<file path="src/rtl/ppc_rx_corrector.sv">
module ppc_rx_corrector #(
  parameter int N = 8,
  parameter int M = 4
) (
  input  logic         clk,
  input  logic         rst_n,
  input  logic         enc_in_valid,
  input  logic [N-1:0] enc_in_data,
  output logic         enc_in_ready,
  output logic         enc_out_valid,
  output logic [N:0]   enc_out_flit,
  input  logic         enc_out_ready,
  input  logic         rx_valid,
  input  logic [N:0]   rx_flit,
  output logic         rx_ready,
  output logic         out_valid,
  output logic [N-1:0] out_data,
  output logic         out_last,
  input  logic         out_ready,
  output logic         retx_valid,
  output logic [N:0]   retx_index
);
  localparam int EW = (M > 1) ? $clog2(M) : 1;
  localparam int CW = $clog2(M + 1);

  // ---------------- sender ----------------
  logic [EW-1:0] ecnt;
  logic          pf_pend;
  logic [N:0]    eacc;
  logic [N:0]    data_flit;

  assign data_flit     = {^enc_in_data, enc_in_data};
  assign enc_out_valid = pf_pend | enc_in_valid;
  assign enc_out_flit  = pf_pend ? eacc : data_flit;
  assign enc_in_ready  = ~pf_pend & enc_out_ready;

  always_ff @(posedge clk) begin
    if (!rst_n) begin
      ecnt    <= '0;
      pf_pend <= 1'b0;
      eacc    <= '0;
    end else if (pf_pend) begin
      if (enc_out_ready) begin
        pf_pend <= 1'b0;
        ecnt    <= '0;
      end
    end else if (enc_in_valid && enc_out_ready) begin
      eacc <= (ecnt == '0) ? data_flit : (eacc ^ data_flit);
      if (ecnt == EW'(M - 1)) pf_pend <= 1'b1;
      else                    ecnt    <= ecnt + 1'b1;
    end
  end


  pf_hold_chk: assert property (@(posedge clk) disable iff (!rst_n)
    pf_pend && !enc_out_ready |=> pf_pend && $stable(enc_out_flit) && !enc_in_ready);

  // ---------------- receiver ----------------
  typedef enum logic [1:0] {S_RECV, S_EVAL, S_SEND} st_t;
  st_t           st;
  logic [CW-1:0] cnt;
  logic [EW-1:0] rd;
  logic [N-1:0]  dbuf [M];
  logic [M-1:0]  cf_vec;
  logic [N:0]    cp;
  logic          cf_one, cp_one, fixable;

  assign rx_ready  = (st == S_RECV);
  assign out_valid = (st == S_SEND);
  assign out_last  = out_valid && (rd == EW'(M - 1));
  assign out_data  = dbuf[rd] ^ (cf_vec[rd] ? cp[N-1:0] : '0);

  assign cf_one  = (cf_vec != '0) && ((cf_vec & (cf_vec - 1'b1)) == '0);
  assign cp_one  = (cp != '0) && ((cp & (cp - 1'b1)) == '0);
  assign fixable = ((cf_vec == '0) && (cp == '0)) || (cf_one && cp_one);

  always_ff @(posedge clk) begin
    if (!rst_n) begin
      st         <= S_RECV;
      cnt        <= '0;
      rd         <= '0;
      cf_vec     <= '0;
      cp         <= '0;
      retx_valid <= 1'b0;
      retx_index <= '0;
    end else begin
      retx_valid <= 1'b0;
      case (st)
        S_RECV: if (rx_valid) begin
          cp <= (cnt == '0) ? rx_flit : (cp ^ rx_flit);
          if (cnt == CW'(M)) begin
            cnt <= '0;
            st  <= S_EVAL;
          end else begin
            cf_vec[cnt[EW-1:0]] <= ^rx_flit;
            cnt <= cnt + 1'b1;
          end
        end
        S_EVAL: begin
          if (fixable) begin
            st <= S_SEND;
            rd <= '0;
          end else begin
            retx_valid <= 1'b1;
            retx_index <= cp;
            st         <= S_RECV;
          end
        end
        default: if (out_ready) begin
          if (rd == EW'(M - 1)) begin
            rd <= '0;
            st <= S_RECV;
          end else begin
            rd <= rd + 1'b1;
          end
        end
      endcase
    end
  end

  always_ff @(posedge clk) begin
    if (st == S_RECV && rx_valid && cnt != CW'(M))
      dbuf[cnt[EW-1:0]] <= rx_flit[N-1:0];
  end


  rx_out_excl_chk: assert property (@(posedge clk) disable iff (!rst_n)
    rx_ready |-> !out_valid);


  out_hold_chk: assert property (@(posedge clk) disable iff (!rst_n)
    out_valid && !out_ready |=> out_valid && $stable(out_data) && $stable(out_last));


  last_valid_chk: assert property (@(posedge clk) disable iff (!rst_n)
    out_last |-> out_valid);


  retx_pulse_chk: assert property (@(posedge clk) disable iff (!rst_n)
    retx_valid |=> !retx_valid);


  retx_ready_chk: assert property (@(posedge clk) disable iff (!rst_n)
    retx_valid |-> rx_ready && !out_valid);
endmodule

</file>
<file path="config.mk">
export PLATFORM = sky130hd
export DESIGN_NAME = ppc_rx_corrector
export DESIGN_NICKNAME = d
export VERILOG_FILES = /design/src/rtl/ppc_rx_corrector.sv
export SDC_FILE = /design/constraint.sdc
export NUM_CORES = 1
export LEC_CHECK = 0
export ABC_AREA = 0
export BUFFER_PORTS_ARGS = -buffer_cell sky130_fd_sc_hd__buf_2
export CELL_PAD_IN_SITES_DETAIL_PLACEMENT = 2
export CELL_PAD_IN_SITES_GLOBAL_PLACEMENT = 2
export CORE_MARGIN = 3
export CORE_UTILIZATION = 36
export DETAILED_ROUTE_END_ITERATION = 8
export PLACE_DENSITY_LB_ADDON = 0.15
export SYNTH_ARGS = -nofsm -noshare
export SYNTH_HDL_FRONTEND = slang
export SYNTH_SLANG_ARGS = --single-unit
export TNS_END_PERCENT = 100
</file>
<file path="constraint.sdc">
create_clock -name clk -period 2.24 [get_ports clk]
set_input_delay 0.448 -clock clk [delete_from_list [all_inputs] [get_ports clk]]
set_output_delay 0.448 -clock clk [all_outputs]
set_load 0.01 [all_outputs]
</file>
==> flow_metrics.py <==
metrics = {
    "global_routing": {
        "antenna_found_initial": 0,
        "grt.busiest_layer": "met2",
        "met2_usage_pct": 32.2,
        "track_usage_pct": 18.6,
        "grt_max_degree": 36,
        "grt_pass1_vias": 3205,
        "grt_pass1_wl_mm": 16.5,
        "grt-ovfl-total": 0,
        "grt_use_met3_pct": 3.73,
        "grt_use_met1_pct": 23.3,
    },
    "routing": {
        "postRouteAntennaNets": 0,
        "vias_per_cell": 5.19,
        "drt-initial-drc-count": 81,
        "wl_mm": 9.95,
        "wl_per_cell_um": 18.0,
        "drc": 0,
        "vias": 2863,
        "first_pass_iters": 4,
    },
    "status": {
        "failed_checks": "negative setup slack",
        "status": "complete, but fails checks",
    },
    "place": {
        "place_congestion": 0.760,
        "hpwl_mm": 7.09,
        "dp_slack_ns": 0.0855,
        "io_buffers": 54,
        "dp.cells": 533,
    },
    "logic_synthesis": {
        "async_reset_ff_share_pct": 0,
        "synth_seq_cells": 76,
        "netlist_instances": 352,
        "syn_area_um2": 3680,
        "postSynthNetCount": 382,
        "ys_types": 44,
        "synth-main-ff-cell": "dfxtp_1",
        "seq_area_frac_synth_pct": 50.1,
        "synth_edf_count": 32,
        "avgSynthCellArea_um2": 10.5,
        "ys_warn_count": 0,
    },
    "cells_and_area": {
        "nNetsFinal": 444,
        "drive_gt1_share_pct": 31.5,
        "area_growth_pct": 21.1,
        "final_util_pct": 45.2,
        "insertedDiodeCount": 0,
        "instances_no_fill": 552,
        "layout_common_cells": "54 x buf_2, 39 x nand2_1, 38 x dfxtp_1, 33 x o21ai_0, 32 x edfxtp_1",
        "final_common_cell": "buf_2",
    },
    "die": {
        "die_w_um": 107,
        "io_pins": 55,
        "dieArea_um2": 11500,
        "start_util_pct": 37.3,
        "die_y_um": 107,
        "core_area_um2": 9860,
        "rows": 36,
    },
    "cts": {
        "clockBufferDepth": 2,
        "htree_levels": 3,
        "insertion_delay_ns": 0.36,
        "numCtsBuffers": 9,
        "cts.sinks": 76,
        "clk_pin_slew_ns": 0.09,
        "tritoncts": "done",
        "clockRootBuffer": "clkbuf_8",
        "postCtsHoldBufs": 0,
    },
    "timing": {
        "finalCriticalPeriod_ns": 2.24,
        "slew_viol_final": 0,
        "maxSlewHeadroom_pct": 56.6,
        "finalHoldViolCount": 0,
        "layout_setup_ws_ns": -0.00434,
        "min_period_over_period_pct": 100,
        "fin_worst_skew_ns": 0.00821,
        "max_freq_ghz": 0.446,
        "finalSetupViolCount": 1,
        "tightest_slew_ns": 0.652,
        "rsz0062_at_grt": "true",
    },
    "critical_path": {
        "cp_max_fo": 8,
        "end_kind": "output pin",
        "arrival_ns": 1.80,
        "worst_ep_required_time_ns": 1.79,
        "critPathLaunchType": "flop",
        "crit_type": "reg2out",
    },
    "pwr": {
        "leakagePower_nw": 1.67,
        "p_per_area_nw_per_um2": 726,
        "irDropWorstVdd_mv": 0.232,
    },
    "hold_path": {
        "min_path_type": "in2reg",
    },
    "flow_run": {
        "cap_violations": 0,
    },
}
-- per-stage QoR --
stage	setup TNS [ns]	power (W)	hold WS, ns	cell area [um2]
floorplan	0	0.00194	0.449	3680
detailed placement	0	0.00213	0.478	4130
finish	-0.00434	0.00324	0.340	4460
CTS	-0.177	0.00324	0.324	4380
global placement	0	0.00210	0.462	4130
global route	-0.565	0.00340	0.337	4460
-- where the power goes --
part / leakage [nW] / switching [W] / total [W] / internal [W]
combinational: 0.915 / 0.000333 / 0.000590 / 0.000257
sequential: 0.655 / 0.0000488 / 0.00155 / 0.00150
clock: 0.100 / 0.000574 / 0.00110 / 0.000521
-- path summary, 6_finish.rpt --
| kind | from | slack (ns) | endpoint | cells past startpoint |
|---|---|---|---|---|
| min | rx_flit[5] | 0.34 | dbuf[2][5] | 1 |
| max | rd[0] | -0.004 | out_data[0] | 4 |
| min reg2reg | ecnt[0] | 0.49 | ecnt[0] | 2 |
| max reg2reg | cp[0] | 0.10 | retx_index[5] | 6 |
-- Yosys cell counts, drive strengths merged, types with 12 or more instances --
cell type  count  area [um2]
o21ai         37         185
inv           12        45.0
a21oi         12        60.1
nor2          29         111
nand2         46         173
clkbuf        13        48.8
dfxtp         44         881
edfxtp        32         961
xnor2         32         280
nand3         16        80.1
-- flip-flops by register name (all words and copies together), names as in the netlist, named ones only --
name and cells:
retx_valid 1, retx_index 9, st 2, dbuf 32, eacc 9, cf_vec 4
pf_pend 1, cnt 3, cp 9, rd 2, ecnt 2
-- worst max-delay path, cell delays in order (launching register included) --
cell,delay (ns)
dfxtp_4,0.36
mux4_2,0.65
nand2_2,0.15
xnor2_2,0.12
buf_2,0.15
-- metal layers --
| layer | part of all wire [%] | up-vias | routed length (um) |
|---|---|---|---|
| met4 | 0.92 | 0 | 92 |
| met2 | 52 | 40 | 5150 |
| met3 | 2.4 | 7 | 239 |
| li1 | - | 1380 | - |
| met5 | 0 | - | 0 |
| met1 | 45 | 1436 | 4470 |
-- kinds of logic (layout without fill, tap and decap cells) --
family / count (synthesis) / count (layout) / share of synthesized area (%)
XOR/XNOR: 34 / 34 / 8.09
buffers and inverters: 28 / 94 / 2.86
AO/OA/AOI/OAI: 75 / 76 / 13.7
AND/OR/NAND/NOR: 111 / 111 / 13.8
multiplexers: 20 / 20 / 8.81
adder cells (fa/ha/maj): 8 / 8 / 2.65
flip-flops: 76 / 76 / 50.1
-- cell type report --
type	count	area (um2)
fillers	1049	5410
flip-flops and latches	76	1850
clock inverters	7	73.8
repair buffers	65	357
inverters	13	48.8
multi-input cells	249	1840
clock buffers	9	124
well taps	133	166
-- repair_timing --
action,in CTS,in global routing
gates cloned,0,1
endpoints found under the setup margin,8,14
buffers inserted,1,1
resized for setup,15,12
pin swaps,4,8
Power figures use the tool's default switching activity.
